<file path="config.mk">
export PLATFORM = sky130hd
export DESIGN_NAME = ras_hold_ctrl
export DESIGN_NICKNAME = d
export VERILOG_FILES = /design/src/rtl/ras_hold_pkg.sv /design/src/rtl/ras_burst_dec.sv /design/src/rtl/ras_seq.sv /design/src/rtl/ras_strobe_gen.sv /design/src/rtl/ras_hold_ctrl.sv
export SDC_FILE = /design/constraint.sdc
export NUM_CORES = 1
export LEC_CHECK = 0
export BUFFER_PORTS_ARGS = -buffer_cell sky130_fd_sc_hd__buf_4
export CAP_MARGIN = 20
export CORE_ASPECT_RATIO = 1.1
export CORE_MARGIN = 2
export CORE_UTILIZATION = 45
export DETAILED_ROUTE_END_ITERATION = 10
export PLACE_DENSITY = 0.74
export SYNTH_ARGS = -nofsm -noshare
export SYNTH_HDL_FRONTEND = slang
export SYNTH_SLANG_ARGS = --single-unit
</file>
<file path="constraint.sdc">
create_clock -name clk_i -period 4 [get_ports clk_i]
set_input_delay 0.2 -clock clk_i [delete_from_list [all_inputs] [get_ports clk_i]]
set_output_delay 0.2 -clock clk_i [all_outputs]
set_load 0.005 [all_outputs]
</file>
<file path="src/rtl/ras_hold_pkg.sv">
package ras_hold_pkg;

  typedef enum logic [2:0] {
    ST_IDLE = 3'd0,
    ST_HELD = 3'd1,
    ST_PRE  = 3'd2,
    ST_ACT  = 3'd3,
    ST_COL  = 3'd4,
    ST_EXT  = 3'd5
  } seq_st_e;

  typedef enum logic [1:0] {
    SP_NORMAL = 2'b00,
    SP_DRAM   = 2'b01,
    SP_IOREG  = 2'b10,
    SP_RSVD   = 2'b11
  } space_e;

  typedef struct packed {
    logic is_dram;
    logic is_dma_sgl;
    logic burst_ok;
    logic row_hit;
  } req_attr_t;

endpackage

</file>
<file path="src/rtl/ras_burst_dec.sv">
module ras_burst_dec
  import ras_hold_pkg::*;
#(
  parameter int unsigned ROW_W = 12
) (
  input  logic [1:0]       space_i,
  input  logic [ROW_W-1:0] row_i,
  input  logic             dma_i,
  input  logic             single_i,
  input  logic             burst_en_i,
  input  logic             dma_burst_en_i,
  input  logic [ROW_W-1:0] open_row_i,
  input  logic             row_open_i,
  output req_attr_t        attr_o
);

  space_e space;

  always_comb begin
    space             = space_e'(space_i);
    attr_o.is_dram    = (space == SP_DRAM);
    attr_o.is_dma_sgl = dma_i & single_i;
    // single-address DMA has its own permission; all others use burst enable
    attr_o.burst_ok   = attr_o.is_dma_sgl ? (burst_en_i & dma_burst_en_i) : burst_en_i;
    attr_o.row_hit    = row_open_i && (row_i == open_row_i);
  end

endmodule

</file>
<file path="src/rtl/ras_seq.sv">
module ras_seq
  import ras_hold_pkg::*;
#(
  parameter int unsigned ROW_W = 12
) (
  input  logic             clk_i,
  input  logic             rst_ni,
  input  logic             req_valid_i,
  input  logic [ROW_W-1:0] req_row_i,
  input  req_attr_t        attr_i,
  input  logic             burst_en_i,
  input  logic             hold_en_i,
  input  logic             dma_burst_en_i,
  output seq_st_e          state_o,
  output logic             hold_q_o,
  output logic             dack_sgl_q_o,
  output logic             dack_col_only_q_o,
  output logic [ROW_W-1:0] open_row_o,
  output logic             row_open_o,
  output logic             down_eff_o,
  output logic             ready_o
);

  seq_st_e          state_q, state_d;
  logic             hold_q, hold_d;
  logic             dsgl_q, dcol_q;
  logic [ROW_W-1:0] row_q;
  logic             down_eff, accept, take_burst;

  assign down_eff   = burst_en_i & hold_en_i;
  assign ready_o    = (state_q == ST_IDLE) || (state_q == ST_HELD && down_eff);
  assign accept     = req_valid_i & ready_o;
  assign take_burst = attr_i.is_dram & attr_i.burst_ok & attr_i.row_hit;

  always_comb begin
    state_d = state_q;
    hold_d  = hold_q;
    unique case (state_q)
      ST_IDLE: if (accept) begin
        state_d = attr_i.is_dram ? ST_ACT : ST_EXT;
        hold_d  = 1'b0;
      end
      ST_HELD: begin
        if (!down_eff) begin
          state_d = ST_IDLE;
        end else if (accept) begin
          if (!attr_i.is_dram) begin
            state_d = ST_EXT;
            hold_d  = 1'b1;
          end else if (take_burst) begin
            state_d = ST_COL;
          end else begin
            state_d = ST_PRE;
          end
        end
      end
      ST_PRE:  state_d = ST_ACT;
      ST_ACT:  state_d = ST_COL;
      ST_COL:  state_d = down_eff ? ST_HELD : ST_IDLE;
      ST_EXT:  state_d = (hold_q && down_eff) ? ST_HELD : ST_IDLE;
      default: state_d = ST_IDLE;
    endcase
  end

  always_ff @(posedge clk_i or negedge rst_ni) begin
    if (!rst_ni) begin
      state_q <= ST_IDLE;
      hold_q  <= 1'b0;
      dsgl_q  <= 1'b0;
      dcol_q  <= 1'b0;
      row_q   <= '0;
    end else begin
      state_q <= state_d;
      hold_q  <= hold_d;
      if (accept && attr_i.is_dram) begin
        row_q  <= req_row_i;
        dsgl_q <= attr_i.is_dma_sgl;
        dcol_q <= dma_burst_en_i;
      end
    end
  end

  assign state_o           = state_q;
  assign hold_q_o          = hold_q;
  assign dack_sgl_q_o      = dsgl_q;
  assign dack_col_only_q_o = dcol_q;
  assign open_row_o        = row_q;
  assign row_open_o        = (state_q == ST_HELD) || (state_q == ST_EXT && hold_q);
  assign down_eff_o        = down_eff;

  p_act_to_col_r2: assert property (@(posedge clk_i) disable iff (!rst_ni)
    state_q == ST_ACT |=> state_q == ST_COL);
  p_pre_to_act_r6: assert property (@(posedge clk_i) disable iff (!rst_ni)
    state_q == ST_PRE |=> state_q == ST_ACT);
  p_burst_direct_r5: assert property (@(posedge clk_i) disable iff (!rst_ni)
    (state_q == ST_HELD && accept && take_burst) |=> state_q == ST_COL);
  p_drop_held_r7: assert property (@(posedge clk_i) disable iff (!rst_ni)
    (state_q == ST_HELD && !down_eff) |=> state_q == ST_IDLE);
  p_busy_not_ready_r11: assert property (@(posedge clk_i) disable iff (!rst_ni)
    (state_q inside {ST_PRE, ST_ACT, ST_COL, ST_EXT}) |-> !ready_o);

endmodule

</file>
<file path="src/rtl/ras_strobe_gen.sv">
module ras_strobe_gen
  import ras_hold_pkg::*;
(
  input  logic    clk_i,
  input  logic    rst_ni,
  input  seq_st_e state_i,
  input  logic    hold_q_i,
  input  logic    down_eff_i,
  input  logic    dack_sgl_q_i,
  input  logic    dack_col_only_q_i,
  output logic    ras_n_o,
  output logic    cas_n_o,
  output logic    dack_o
);

  logic ras_low, cas_low;

  always_comb begin
    ras_low = (state_i == ST_ACT) || (state_i == ST_COL) ||
              (state_i == ST_HELD && down_eff_i) ||
              (state_i == ST_EXT && hold_q_i && down_eff_i);
    cas_low = (state_i == ST_COL);
    dack_o  = dack_sgl_q_i &&
              ((state_i == ST_COL) || (state_i == ST_ACT && !dack_col_only_q_i));
  end

  assign ras_n_o = ~ras_low;
  assign cas_n_o = ~cas_low;

  p_cas_under_ras_r2: assert property (@(posedge clk_i) disable iff (!rst_ni)
    !cas_n_o |-> !ras_n_o);
  p_dack_in_ras_r10: assert property (@(posedge clk_i) disable iff (!rst_ni)
    dack_o |-> !ras_n_o);
  p_pre_ras_high_r6: assert property (@(posedge clk_i) disable iff (!rst_ni)
    state_i == ST_PRE |-> (ras_n_o && cas_n_o && !dack_o));

endmodule

</file>
<file path="src/rtl/ras_hold_ctrl.sv">
module ras_hold_ctrl
  import ras_hold_pkg::*;
#(
  parameter int unsigned ROW_W = 12
) (
  input  logic             clk_i,
  input  logic             rst_ni,
  input  logic             req_valid_i,
  input  logic [1:0]       req_space_i,
  input  logic [ROW_W-1:0] req_row_i,
  input  logic             req_dma_i,
  input  logic             req_single_i,
  input  logic             burst_en_i,
  input  logic             hold_en_i,
  input  logic             dma_burst_en_i,
  output logic             ready_o,
  output logic             ras_n_o,
  output logic             cas_n_o,
  output logic             dack_o
);

  req_attr_t        attr;
  seq_st_e          state;
  logic             hold_q, dsgl_q, dcol_q, row_open, down_eff;
  logic [ROW_W-1:0] open_row;

  ras_burst_dec #(.ROW_W(ROW_W)) u_dec (
    .space_i        (req_space_i),
    .row_i          (req_row_i),
    .dma_i          (req_dma_i),
    .single_i       (req_single_i),
    .burst_en_i     (burst_en_i),
    .dma_burst_en_i (dma_burst_en_i),
    .open_row_i     (open_row),
    .row_open_i     (row_open),
    .attr_o         (attr)
  );

  ras_seq #(.ROW_W(ROW_W)) u_seq (
    .clk_i             (clk_i),
    .rst_ni            (rst_ni),
    .req_valid_i       (req_valid_i),
    .req_row_i         (req_row_i),
    .attr_i            (attr),
    .burst_en_i        (burst_en_i),
    .hold_en_i         (hold_en_i),
    .dma_burst_en_i    (dma_burst_en_i),
    .state_o           (state),
    .hold_q_o          (hold_q),
    .dack_sgl_q_o      (dsgl_q),
    .dack_col_only_q_o (dcol_q),
    .open_row_o        (open_row),
    .row_open_o        (row_open),
    .down_eff_o        (down_eff),
    .ready_o           (ready_o)
  );

  ras_strobe_gen u_strb (
    .clk_i             (clk_i),
    .rst_ni            (rst_ni),
    .state_i           (state),
    .hold_q_i          (hold_q),
    .down_eff_i        (down_eff),
    .dack_sgl_q_i      (dsgl_q),
    .dack_col_only_q_i (dcol_q),
    .ras_n_o           (ras_n_o),
    .cas_n_o           (cas_n_o),
    .dack_o            (dack_o)
  );

  p_dack_sgl_only_r10: assert property (@(posedge clk_i) disable iff (!rst_ni)
    (ready_o && req_valid_i && !(req_dma_i && req_single_i)) |=> !dack_o);

endmodule

</file>
; Word-level counts from Yosys, hierarchy flattened
; Index checks and enable logic that the tools add are counted.
[op_classes]
addsub = 0
multipliers = 0
div = 0
magnitude_cmp = 0
n_eq_ne = 12
shift = 0
n_mux = 15
n_bitwise = 8
n_reduce_logical = 19
[op_table]
columns = cell, count
row1 = $mux W3, 6
row2 = $pmux W3 S6, 1
row3 = $eq A12 B12 Y1, 1
row4 = $logic_and A1 B1 Y1, 8
row5 = $mux W1, 7
row6 = $and A1 B1 Y1, 6
row7 = $eq A3 B2 Y1 const B, 2
row8 = $eq A3 B3 Y1 const B, 2
row9 = $logic_or A1 B1 Y1, 6
row10 = $ne A2 B1 Y1 const B, 3
row11 = $reduce_and A5 Y1, 1
row12 = $eq A3 B1 Y1 const B, 1
row13 = $logic_not A3 Y1, 1
row14 = $ne A3 B3 Y1 const B, 1
row15 = $eq A2 B1 Y1 const B, 1
row16 = $ne A2 B2 Y1 const B, 1
row17 = $not A1 Y1, 2
row18 = $pmux W1 S2, 1
row19 = $reduce_and A2 Y1, 1
row20 = $reduce_bool A2 Y1, 1
row21 = $logic_not A1 Y1, 1
[word_totals]
reg_bits = 18
latchBits = 0
ramBits = 0
mem_bits_ro = 0
memories = 0

; Longest topological paths before layout
; Gate-level depths: netlist of run 1.
[depth]
word_depth = 10
mapped_depth = 5
mapped_depth_nobuf = 4

; Hierarchy
; A second synthesis of run 1 with hierarchy kept.
[unflattened]
cells_unflattened = 95
area_unflattened_um2 = 1131.1
[by_module_without_submodules]
columns = module, instances, cells_each, area_each_um2
row1 = ras_seq, 1, 66, 903.4
row2 = ras_burst_dec, 1, 21, 162.7
row3 = ras_strobe_gen, 1, 8, 65.1

; Worst setup path before layout of run 1
; Ideal clock, no wire load.
[synth_path]
path_kind = flip-flop to flip-flop
startpoint = reg u_seq.state_q[2] (netlist: u_seq.state_o[2])
endpoint = reg u_seq.dcol_q (netlist: u_seq.dack_col_only_q_o)
setup_time_ns = 0.125
arrival_time_ns = 1.471
required_ns = 3.875
slack_ns = 2.404
path_stages_with_launch = 5
n_path_buf = 2
synth_period_minus_slack_ns = 1.596
cell_sequence = dfrtp_1 -> clkbuf_4 -> a2111oi_4 -> buf_6 -> mux2_2
[synth_via]
elab_chain_len = 5
elab_cells_between_ends = 6
classes_between = eq/ne: 1 / bitwise: 1 / reduce/logical: 4
[synth_lines]
columns = element, line_no
row1 = from (decl), ras_seq.sv:24  ; seq_st_e state_q, state_d;
row2 = from (signal assigned), ras_seq.sv:73  ; state_q <= state_d;
row3 = $eq A3 B1 Y1, ras_seq.sv:31  ; assign ready_o = (state_q == ST_IDLE) || (state_q == ST_HELD && down_eff);
row4 = $logic_and A1 B1 Y1, ras_seq.sv:31
row5 = $logic_or A1 B1 Y1 (*), ras_seq.sv:31
row6 = $and A1 B1 Y1 (*), ras_seq.sv:32  ; assign accept = req_valid_i & ready_o;
row7 = $logic_and A1 B1 Y1 (*), ras_seq.sv:75  ; if (accept && attr_i.is_dram) begin
row8 = to (signal assigned), ras_seq.sv:78  ; dcol_q <= dma_burst_en_i;
row9 = to (decl), ras_seq.sv:26  ; logic dsgl_q, dcol_q;
; Every way passes the cells marked *; elsewhere a longest branch is shown, timed or not.
; A chain may end at the register's enable or synchronous reset.

; Worst setup path after layout of run 1
[layout_path]
startpoint = reg u_seq.state_q[0] (netlist: u_seq.state_o[0])
endpoint = reg u_seq.row_q[8] (netlist: u_seq.open_row_o[8])
[layout_via]
elab_chain_len = 5
elab_cells_between_ends = 6
classes_between = eq/ne: 1 / bitwise: 1 / reduce/logical: 4
[layout_lines]
columns = element, line_no
row1 = $eq A3 B1 Y1, ras_seq.sv:31
row2 = $logic_and A1 B1 Y1, ras_seq.sv:31
row3 = $logic_or A1 B1 Y1 (*), ras_seq.sv:31
row4 = $and A1 B1 Y1 (*), ras_seq.sv:32
row5 = $logic_and A1 B1 Y1 (*), ras_seq.sv:75
row6 = to (signal assigned), ras_seq.sv:76  ; row_q <= req_row_i;
row7 = to (decl), ras_seq.sv:27  ; logic [ROW_W-1:0] row_q;
; Marks and branches as above.

==> flow_metrics.env, run 1 <==
export IMPL_cts_root_buf="clkbuf_4"
export IMPL_hp_class="primary input to flop"
export IMPL_cp_num_buf_inv=0
export IMPL_cts_sinks=18
export IMPL_grt_max_degree=19
export IMPL_yosysTopAreaCell="dfrtp_1"
export IMPL_drcViolationCount=0
export IMPL_die_width_um=49.0
export IMPL_fmax_mhz=503
export IMPL_final_period_utilization_pct=49.7
export IMPL_initial_core_util_pct=48.5
export IMPL_drive_gt1_share_pct=36.8
export IMPL_crit_fanout=15
export IMPL_vias_per_cell=5.48
export IMPL_fp_dieH_um=53.5
export IMPL_rsz0062_at_grt="no"
export IMPL_drt_iter0_markers=10
export IMPL_hp_start="req_single_i"
export IMPL_leakage_nw=0.513
export IMPL_syn_inst=92
export IMPL_slowest_stage="a2111oi_4"
export IMPL_grt_pass1_vias=757
export IMPL_synth_async_sr_flop_share_pct=100
export IMPL_setup_worst_path_end_class="flop"
export IMPL_cts_setup_buffers=0
export IMPL_die_area_sq_um=2620
export IMPL_antenna_cells=0
export IMPL_period_needed_ps=1990
export IMPL_yosys_most_used_dff="dfrtp_1"
export IMPL_synth_area_leaders="dfrtp_1 45%, mux2_2 15%, xnor2_1 8.8%, o21ai_0 3.0%, a2111oi_4 2.7%"
export IMPL_synth_edf_count=0
export IMPL_vias=795
export IMPL_hold_viol_final=0
export IMPL_dp_hpwl_um=1400
export IMPL_p_total_uw=728
export IMPL_startpoint="u_seq.state_o[0]"
export IMPL_cts_tree="done"
export IMPL_synthDominantCellAreaShare_pct=45.0
export IMPL_maxCapViolCount=0
export IMPL_setup_viol=0
export IMPL_clk_pin_slew_ps=90
export IMPL_core_area_sq_um=2060
export IMPL_run_status="complete, no violations"
export IMPL_first_pass_iters=4
export IMPL_maxSlewHeadroom_pct=34.1
export IMPL_maxSlewViolCount=0
export IMPL_routabilityCongestion=0.829
export IMPL_fin_ws_ps=2010
export IMPL_grt_use_total_pct=15.7
export IMPL_ctsResizeCount=0
export IMPL_fin_tns_setup_ps=0
export IMPL_power_density_nw_per_um2=592
export IMPL_max_stage_delay_ps=930
export IMPL_crit_path_start_kind="flop"
export IMPL_synth_distinct_cells=30
export IMPL_cts_buffers=3
export IMPL_syn2layout_area_growth_pct=22.9
export IMPL_worst_pin_slew_ps=988
export IMPL_crit_type="flop to flop"
export IMPL_place_ws_ps=1980
export IMPL_wire_per_inst_um=12.7
export IMPL_antenna_found_initial=0
export IMPL_worstPathRequired_ps=4170
export IMPL_hold_ws_ps=142
export IMPL_synthesis_nets=114
export IMPL_clock_skew_ps=3.65
export IMPL_rr_startpoint="u_seq.state_o[0]"
export IMPL_rrSetupSlack_ps=2010
export IMPL_htree_levels=1
export IMPL_ant_nets=0
export IMPL_clock_latency_ps=280
export IMPL_vdd_ir_drop_max_v=0.000357
export IMPL_yosysWarnings=0
export IMPL_num_rows=17
export IMPL_layout_cells_non_filler=145
export IMPL_ys_seq_elements=18
export IMPL_port_buffer_count=25
export IMPL_placed_cells=141
export IMPL_crit_chain="a2111oi_4, mux2_2"
export IMPL_cp_data_arrival_time_ps=2160
export IMPL_finalNetCount=141
export IMPL_avgSynthCellArea_sq_um=10.9
export IMPL_overflow=0
export IMPL_pin_count=26
export IMPL_ctsLongestPathBuffers=2
export IMPL_syn_area_sq_um=1000
export IMPL_wl_um=1840
export IMPL_grt_first_pass_wirelength_um=3050
export IMPL_critPathTopFamily="compound AO/OA/AOI/OAI gates"
export IMPL_synth_seq_area_share_pct=45.0
metrics by stage:
| step | utilization [%] | instance area, sq um |
|---|---|---|
| after CTS | 59.6 | 1230 |
| after global routing | 59.6 | 1230 |
| final | 59.6 | 1230 |
| after floorplan | - | 1000 |
| after global placement | 58.0 | 1200 |
| after detailed placement | 58.0 | 1200 |
report_power, final:
group | internal [mW] | total, mW | switching, mW | leakage (nW)
clock network | 0.0349 | 0.0849 | 0.0499 | 0.0138
logic | 0.176 | 0.286 | 0.110 | 0.277
registers | 0.268 | 0.357 | 0.0889 | 0.222
logic make-up after synthesis:
family / synth area share, %
xor gates and xnor gates: 10.5
muxes: 14.6
buffers and inverters: 4.13
DFF: 45.0
and+or+nand+nor: 12.4
AOI/OAI and AO/OA: 13.4
timing repair:
action | in CTS | in global routing
hold buffers | 1 | 0
setup endpoints to repair | 0 | 0
hold endpoints to repair | 18 | 0
cell usage after synthesis (all sizes together), types with 2 or more instances:
cell    instances
dfrtp          18
mux2           13
xnor2          10
o21ai           6
nand2           5
a21oi           4
inv             4
nor2            4
clkbuf          3
nand3           3
nand4           3
nand3b          2
xor2            2
routing by layer:
| layer | routed length [um] | global-route usage, % | vias up |
|---|---|---|---|
| met5 | 0 | 0 | - |
| met4 | 31 | 11.9 | 0 |
| met3 | 74 | 2.26 | 4 |
| met2 | 899 | 26.5 | 30 |
| met1 | 835 | 18.3 | 379 |
| li1 | - | - | 382 |
state kept, by name, summed over array words and instances, names as in the netlist:
name	flops
u_seq.dack_sgl_q_o	1
u_seq.hold_q_o	1
u_seq.dack_col_only_q_o	1
u_seq.open_row_o	12
u_seq.state_o	3
placed cells by master (no fill, tap or decap):
cell and n:
nor2_1 4, o211ai_1 1, nand3b_1 1, buf_4 25
a311oi_1 1, o21ai_0 6, a21oi_1 4, inv_1 4
nand3_1 3, or4_1 1, xnor2_1 10, or3_1 1
a2111oi_4 1, nand4_1 3, nor4_1 1, a211oi_1 1
clkbuf_4 3, nand2_1 5, a31oi_1 1, dfrtp_1 18
nand2b_1 1, dlygate4sd3_1 1, o31a_1 1, nor2b_1 1
a211o_1 1, a32oi_1 1, xor2_1 2, nor3_1 1
nand3b_2 1, mux2_2 13
final cells by class:
type,instances,area (sq um)
fill,201,833
multi-input combinational,66,509
sequential,18,450
timing repair buffer,26,198
tap,28,35.0
clock buffer,3,22.5
inverter,4,15.0
path summary, 6_finish.rpt:
path,depth (start not counted),to
min,3,u_seq.dack_sgl_q_o
max in group asynchronous,2,u_seq.open_row_o[8]
min reg2reg,1,u_seq.dack_col_only_q_o
min in group asynchronous,2,u_seq.open_row_o[3]
max reg2reg,2,u_seq.open_row_o[8]
max,2,u_seq.open_row_o[8]
worst reg2reg max path, delay by kind of cell (launching register included):
kind | cells | cell delay (ps)
AO/OA/AOI/OAI | 1 | 930
flip-flops | 1 | 540
multiplexers | 1 | 420
Note: power is estimated with default switching activity, not from simulation.
==> run 2: changes to the inputs <==
--- a/config.mk
+++ b/config.mk
@@ -5,13 +5,14 @@
 export SDC_FILE = /design/constraint.sdc
 export NUM_CORES = 1
 export LEC_CHECK = 0
+export ABC_AREA = 1
 export BUFFER_PORTS_ARGS = -buffer_cell sky130_fd_sc_hd__buf_4
 export CAP_MARGIN = 20
 export CORE_ASPECT_RATIO = 1.1
 export CORE_MARGIN = 2
 export CORE_UTILIZATION = 45
 export DETAILED_ROUTE_END_ITERATION = 10
-export PLACE_DENSITY = 0.74
+export PLACE_DENSITY = 0.72
 export SYNTH_ARGS = -nofsm -noshare
 export SYNTH_HDL_FRONTEND = slang
 export SYNTH_SLANG_ARGS = --single-unit
==> constraint.sdc (replaced) <==
create_clock -name clk_i -period 1.9 [get_ports clk_i]
set_input_delay 0.095 -clock clk_i [delete_from_list [all_inputs] [get_ports clk_i]]
set_output_delay 0.095 -clock clk_i [all_outputs]
set_load 0.005 [all_outputs]
==> run 2 against run 1 <==
  * Sequential share of layout area fell by 4.6 points
  * Final cell count grew 55%
  * Fmax rose by 23%
  * Non-clock buffer count rose by 1
  * Critical endpoint is now u_seq.dack_sgl_q_o
  * Largest power group is now combinational cells
==> flow_metrics.env, run 2 <==
export IMPL_leakage_nw=0.774
export IMPL_largest_register_ffs=12
export IMPL_first_pass_iters=4
export IMPL_initial_core_util_pct=46.6
export IMPL_finalNetCount=218
export IMPL_num_rows=19
export IMPL_hold_buffers=1
export IMPL_intPower_mw=1.00
export IMPL_fillers=246
export IMPL_postLayoutCoreUtil_pct=56.9
export IMPL_final_cell_mix="61 x nand2_1, 31 x inv_1, 25 x buf_4, 18 x dfrtp_1, 16 x nor2_1"
export IMPL_cp_data_arrival_time_ps=1840
export IMPL_final_period_utilization_pct=85.3
export IMPL_antenna_found_initial=0
export IMPL_yosysMostFrequentCell="nand2_1"
export IMPL_grt_first_pass_wirelength_um=4330
export IMPL_place_ws_ps=296
export IMPL_ys_seq_elements=18
export IMPL_dp_hpwl_um=1850
export IMPL_period_needed_ps=1620
export IMPL_fin_tns_setup_ps=0
export IMPL_worst_pin_slew_ps=299
export IMPL_die_area_sq_um=2980
export IMPL_core_area_sq_um=2470
export IMPL_fin_ws_ps=279
export IMPL_cts_setup_buffers=0
export IMPL_switching_share_pct=40.9
export IMPL_maxCapViolCount=0
export IMPL_mostFrequentLayoutCell="nand2_1"
export IMPL_pin_count=26
export IMPL_p_clk_share_pct=11.3
export IMPL_synth_seq_area_share_pct=39.1
export IMPL_worstPathRequired_ps=2120
export IMPL_power_density_nw_per_um2=1200
export IMPL_p_total_mw=1.70
export IMPL_max_stage_delay_ps=410
export IMPL_wire_per_inst_um=10.4
export IMPL_clock_latency_ps=290
export IMPL_setup_viol=0
export IMPL_synthDominantCellAreaShare_pct=39.1
export IMPL_die_width_um=52.2
export IMPL_crit_path_start_kind="flop"
export IMPL_routabilityCongestion=0.851
export IMPL_placed_cells=221
export IMPL_crit_chain="inv_1, nand2_2, nor2_4, nand2_4, nand2_4, nand2_4, nor3_4, buf_12, nand3_1, o21ai_0"
export IMPL_clock_skew_ps=2.07
export IMPL_overflow=0
export IMPL_syn_area_sq_um=1150
export IMPL_cts_tree="done"
export IMPL_cts_sinks=18
export IMPL_ctsLongestPathBuffers=2
export IMPL_reg2reg_depth=10
export IMPL_syn_inst=166
export IMPL_critPathTopFamily="simple AND/OR/NAND/NOR gates"
export IMPL_layout_cells_non_filler=225
export IMPL_fp_dieH_um=57.0
export IMPL_drcViolationCount=0
export IMPL_crit_type="flop to flop"
export IMPL_hold_ws_ps=17.3
export IMPL_wl_um=2330
export IMPL_synth_area_leaders="dfrtp_1 39%, nand2_1 20%, inv_1 10%, o21ai_2 7.6%, nor2_1 5.2%"
export IMPL_run_status="complete, no violations"
export IMPL_yosys_most_used_dff="dfrtp_1"
export IMPL_hold_viol_final=0
export IMPL_synth_edf_count=0
export IMPL_fmax_mhz=617
export IMPL_slowest_stage="dfrtp_1"
export IMPL_antenna_cells=0
export IMPL_yosysWarnings=0
export IMPL_seq_power_share_pct=39.6
export IMPL_grt_pass1_vias=1087
export IMPL_clk_pin_slew_ps=100
export IMPL_rsz0062_at_grt="no"
export IMPL_vdd_ir_drop_max_v=0.000771
export IMPL_grt_use_total_pct=18.8
export IMPL_vias=1081
export IMPL_drt_iter0_markers=16
export IMPL_cp_num_buf_inv=2
export IMPL_cts_root_buf="clkbuf_4"
export IMPL_vias_per_cell=4.80
export IMPL_maxSlewHeadroom_pct=80.0
export IMPL_crit_top_cell="nand2_4"
export IMPL_ant_nets=0
export IMPL_power_switching_uw=694
export IMPL_p_comb_share_pct=49.0
export IMPL_fin_area_sq_um=1410
export IMPL_syn2layout_area_growth_pct=22.3
export IMPL_synth_distinct_cells=17
export IMPL_port_buffer_count=25
export IMPL_grt_max_degree=29
export IMPL_drive_gt1_share_pct=23.2
export IMPL_critical_path_depth=10
export IMPL_htree_levels=1
export IMPL_avgSynthCellArea_sq_um=6.93
export IMPL_synth_async_sr_flop_share_pct=100
export IMPL_setup_worst_path_end_class="flop"
export IMPL_yosysTopAreaCell="dfrtp_1"
export IMPL_place_area_sq_um=1380
export IMPL_ctsResizeCount=0
export IMPL_cts_buffers=3
export IMPL_crit_fanout=28
export IMPL_synthesis_nets=188
export IMPL_maxSlewViolCount=0
export IMPL_min_path_cells=3
export IMPL_synthTopCellsByCount="61 x nand2_1, 31 x inv_1, 18 x dfrtp_1"
export IMPL_hp_class="primary input to flop"
-- run 2: tightest hold or removal path: cells and delay by family --
| kind | cells | cell delay (ps) |
|---|---|---|
| compound gates | 1 | 50 |
| simple gates | 1 | 60 |
| buf+inv | 1 | 80 |
-- run 2: routing by layer --
| metal | vias to the layer above | track usage (%) | share of wire [%] |
|---|---|---|---|
| met5 | - | 0 | 0 |
| met3 | 4 | 2.62 | 4.9 |
| met2 | 32 | 32.2 | 50 |
| li1 | 559 | - | - |
| met4 | 0 | 6.96 | 0.94 |
| met1 | 486 | 23.9 | 44 |
-- run 2: power by group through the flow --
stage / clock (mW) / combinational [mW] / sequential, mW
global placement: 0 / 0.804 / 0.670
detailed placement: 0 / 0.837 / 0.682
global route: 0.221 / 0.963 / 0.701
CTS: 0.196 / 0.841 / 0.673
finish: 0.192 / 0.831 / 0.672
floorplan: 0 / 0.620 / 0.655
-- run 2: area by class of cell --
cell class                      instances  area [sq um]  share of cell area [%]
Clock buffer                            3          22.5                    1.60
Sequential cell                        18           450                    32.0
Multi-Input combinational cell        115           562                    39.9
Tap cell                               31          38.8                    2.76
Inverter                               31           116                    8.27
Timing Repair Buffer                   27           218                    15.5
-- run 2: cells by family after synthesis --
family                 after synthesis  synth area share [%]
AND/OR/NAND/NOR                     92                  35.2
flip-flops                          18                  39.1
buffers and inverters               33                  12.1
AO/OA/AOI/OAI                       23                  13.6
-- run 2: final timing paths --
kind / slack, ps / start / to
max in group asynchronous: 1500 / rst_ni / u_seq.open_row_o[1]
hold / removal: 20 / dma_burst_en_i / u_seq.dack_col_only_q_o
hold reg to reg: 530 / u_seq.dack_col_only_q_o / u_seq.dack_col_only_q_o
min in group asynchronous: 200 / rst_ni / u_seq.open_row_o[6]
setup reg to reg: 280 / u_seq.state_o[1] / u_seq.dack_sgl_q_o
setup / recovery: 280 / u_seq.state_o[1] / u_seq.dack_sgl_q_o
==> run 3: changes to the inputs <==
--- a/config.mk
+++ b/config.mk
@@ -10,9 +10,9 @@
 export CAP_MARGIN = 20
 export CORE_ASPECT_RATIO = 1.1
 export CORE_MARGIN = 2
-export CORE_UTILIZATION = 45
+export CORE_UTILIZATION = 28
 export DETAILED_ROUTE_END_ITERATION = 10
-export PLACE_DENSITY = 0.72
+export PLACE_DENSITY = 0.53
 export SYNTH_ARGS = -nofsm -noshare
 export SYNTH_HDL_FRONTEND = slang
 export SYNTH_SLANG_ARGS = --single-unit
==> constraint.sdc (replaced) <==
create_clock -name clk_i -period 1.4 [get_ports clk_i]
set_input_delay 0.07 -clock clk_i [delete_from_list [all_inputs] [get_ports clk_i]]
set_output_delay 0.07 -clock clk_i [all_outputs]
set_load 0.005 [all_outputs]
==> run 3 against run 2 <==
  * The flow now finishes with violations (negative setup slack)
  * Combinational power is 88% higher
  * Setup slack worse by 330 ps
  * Critical endpoint is now u_seq.dack_col_only_q_o
  * Clock-buffer cell count rose by 1
  * Flip-flop and latch count did not move
  * Non-clock buffer count increased by 18
  * Die area is 56% higher
  * Largest power group unchanged
==> flow_metrics.env, run 3 (synthesis gave the netlist of run 2 again) <==
export IMPL_drt_iter0_markers=31
export IMPL_clock_skew_ps=1.53
export IMPL_die_area_sq_um=4640
export IMPL_core_area_sq_um=3960
export IMPL_holdPathEnd="u_seq.dack_col_only_q_o"
export IMPL_postLayoutCoreUtil_pct=42.5
export IMPL_overflow=0
export IMPL_pin_count=26
export IMPL_largest_register_ffs=12
export IMPL_crit_fanout=7
export IMPL_htree_levels=1
export IMPL_drcViolationCount=0
export IMPL_maxSlewViolCount=0
export IMPL_wl_um=2830
export IMPL_hold_viol_final=0
export IMPL_crit_type="flop to flop"
export IMPL_startpoint="u_seq.state_o[2]"
export IMPL_place_ws_ps=-33.4
export IMPL_placed_cells=252
export IMPL_antenna_cells=0
export IMPL_worst_pin_slew_ps=310
export IMPL_maxCapViolCount=0
export IMPL_min_path_cells=3
export IMPL_setup_viol=16
export IMPL_antenna_found_initial=0
export IMPL_grt_pass1_vias=1083
export IMPL_setup_worst_path_end_class="flop"
export IMPL_final_cell_mix="60 x nand2_1, 39 x buf_4, 30 x inv_1, 18 x dfrtp_1"
export IMPL_ctsLongestPathBuffers=2
export IMPL_reg2reg_depth=8
export IMPL_layout_cells_non_filler=265
export IMPL_initial_core_util_pct=29.0
export IMPL_vias_per_cell=4.23
export IMPL_r2r_end="u_seq.dack_col_only_q_o"
export IMPL_period_needed_ps=1450
export IMPL_run_status="finished with violations"
export IMPL_hold_ws_ps=38.1
export IMPL_routabilityCongestion=0.783
export IMPL_final_period_utilization_pct=104
export IMPL_fp_dieH_um=71.2
export IMPL_power_density_nw_per_um2=1730
export IMPL_maxSlewHeadroom_pct=79.2
export IMPL_dp_hpwl_um=1920
export IMPL_first_pass_iters=4
export IMPL_hp_class="primary input to flop"
export IMPL_finalNetCount=236
export IMPL_mostFrequentLayoutCell="nand2_1"
export IMPL_p_total_mw=2.90
export IMPL_port_buffer_count=25
export IMPL_fillers=422
export IMPL_grt_use_total_pct=12.7
export IMPL_grt_max_degree=19
export IMPL_cts_root_buf="clkbuf_8"
export IMPL_num_rows=24
export IMPL_clk_pin_slew_ps=70
export IMPL_rsz0062_at_grt="yes"
export IMPL_die_width_um=65.1
export IMPL_worstPathRequired_ps=1550
export IMPL_rrSetupSlack_ps=-50
export IMPL_cts_tree="done"
export IMPL_cts_buffers=3
export IMPL_cts_sinks=18
export IMPL_violations="negative setup slack"
export IMPL_ant_nets=0
export IMPL_rr_startpoint="u_seq.state_o[2]"
export IMPL_syn2layout_area_growth_pct=46.2
export IMPL_vdd_ir_drop_max_v=0.000640
export IMPL_drive_gt1_share_pct=35.7
export IMPL_leakage_nw=0.897
export IMPL_clock_latency_ps=250
export IMPL_fin_ws_ps=-53.0
export IMPL_fmax_mhz=688
export IMPL_cp_data_arrival_time_ps=1600
export IMPL_crit_path_start_kind="flop"
export IMPL_wire_per_inst_um=10.7
export IMPL_hp_start="dma_burst_en_i"
export IMPL_grt_first_pass_wirelength_um=4660
export IMPL_vias=1121
run 3: cell types whose count changed in the layout (fill, tap and decap cells not counted), moves of 2 or more:
| cell | change |
|---|---|
| buf_6 | +3 |
| o21ai_0 | -4 |
| a21oi_2 | +2 |
| clkbuf_8 | +4 |
| buf_4 | +14 |
| a21oi_1 | -2 |
| nor2_2 | +2 |
| clkbuf_4 | -3 |
| nor2_1 | -2 |
| o21ai_2 | +4 |
run 3: worst max path at each step:
stage	endpoint	slack, ps	cells after the start
6_report	u_seq.dack_col_only_q_o	-50	8
3_3_place_gp	u_seq.dack_sgl_q_o	9	10
3_5_place_dp	u_seq.dack_sgl_q_o	-30	10
2_1_floorplan	u_seq.open_row_o[11]	-90	9
4_1_cts	u_seq.open_row_o[7]	-40	10
5_1_grt	u_seq.dack_col_only_q_o	-160	8
run 3: layout make-up:
class	count	area [sq um]	area share, %
clock buffer	4	55.1	3.27
inverter	31	116	6.91
multi-input combinational	115	607	36.1
sequential	18	450	26.8
tap	52	65.1	3.87
timing repair buffer	45	389	23.1
run 3: metal layers:
| layer | vias to the layer above | global-route usage [%] | part of all wire (%) |
|---|---|---|---|
| li1 | 597 | - | - |
| met1 | 502 | 16.9 | 47 |
| met2 | 20 | 21.2 | 48 |
| met3 | 2 | 1.57 | 3.5 |
| met4 | 0 | 4.86 | 0.74 |
| met5 | - | 0 | 0 |
run 3: repair_timing:
action                     in CTS  in global routing
setup buffers                   3                  4
gates resized for setup         4                 10
pin swaps                       1                  2
setup endpoints to repair      16                 20
hold endpoints to repair       18                  0
hold buffers                    1                  0
cloned                          1                  1
run 3: critical path, cell delays in order, from the launching register on:
cell	delay, ps
dfrtp_1	450
nor2_2	150
nand2_2	100
nand2_4	90
nand2_4	50
nor3_4	150
buf_6	150
clkbuf_16	150
o21ai_2	50
run 3: metrics by stage:
stage	TNS, ps	area, sq um
after floorplan	-1140	1160
after global placement	0	1480
after detailed placement	-60.8	1480
after CTS	-384	1610
after global routing	-2440	1680
final	-634	1680
run 3: where the power goes:
group / internal (mW) / total (mW) / switching (mW)
sequential: 0.766 / 0.909 / 0.143
combinational: 0.798 / 1.56 / 0.764
clock: 0.250 / 0.432 / 0.182
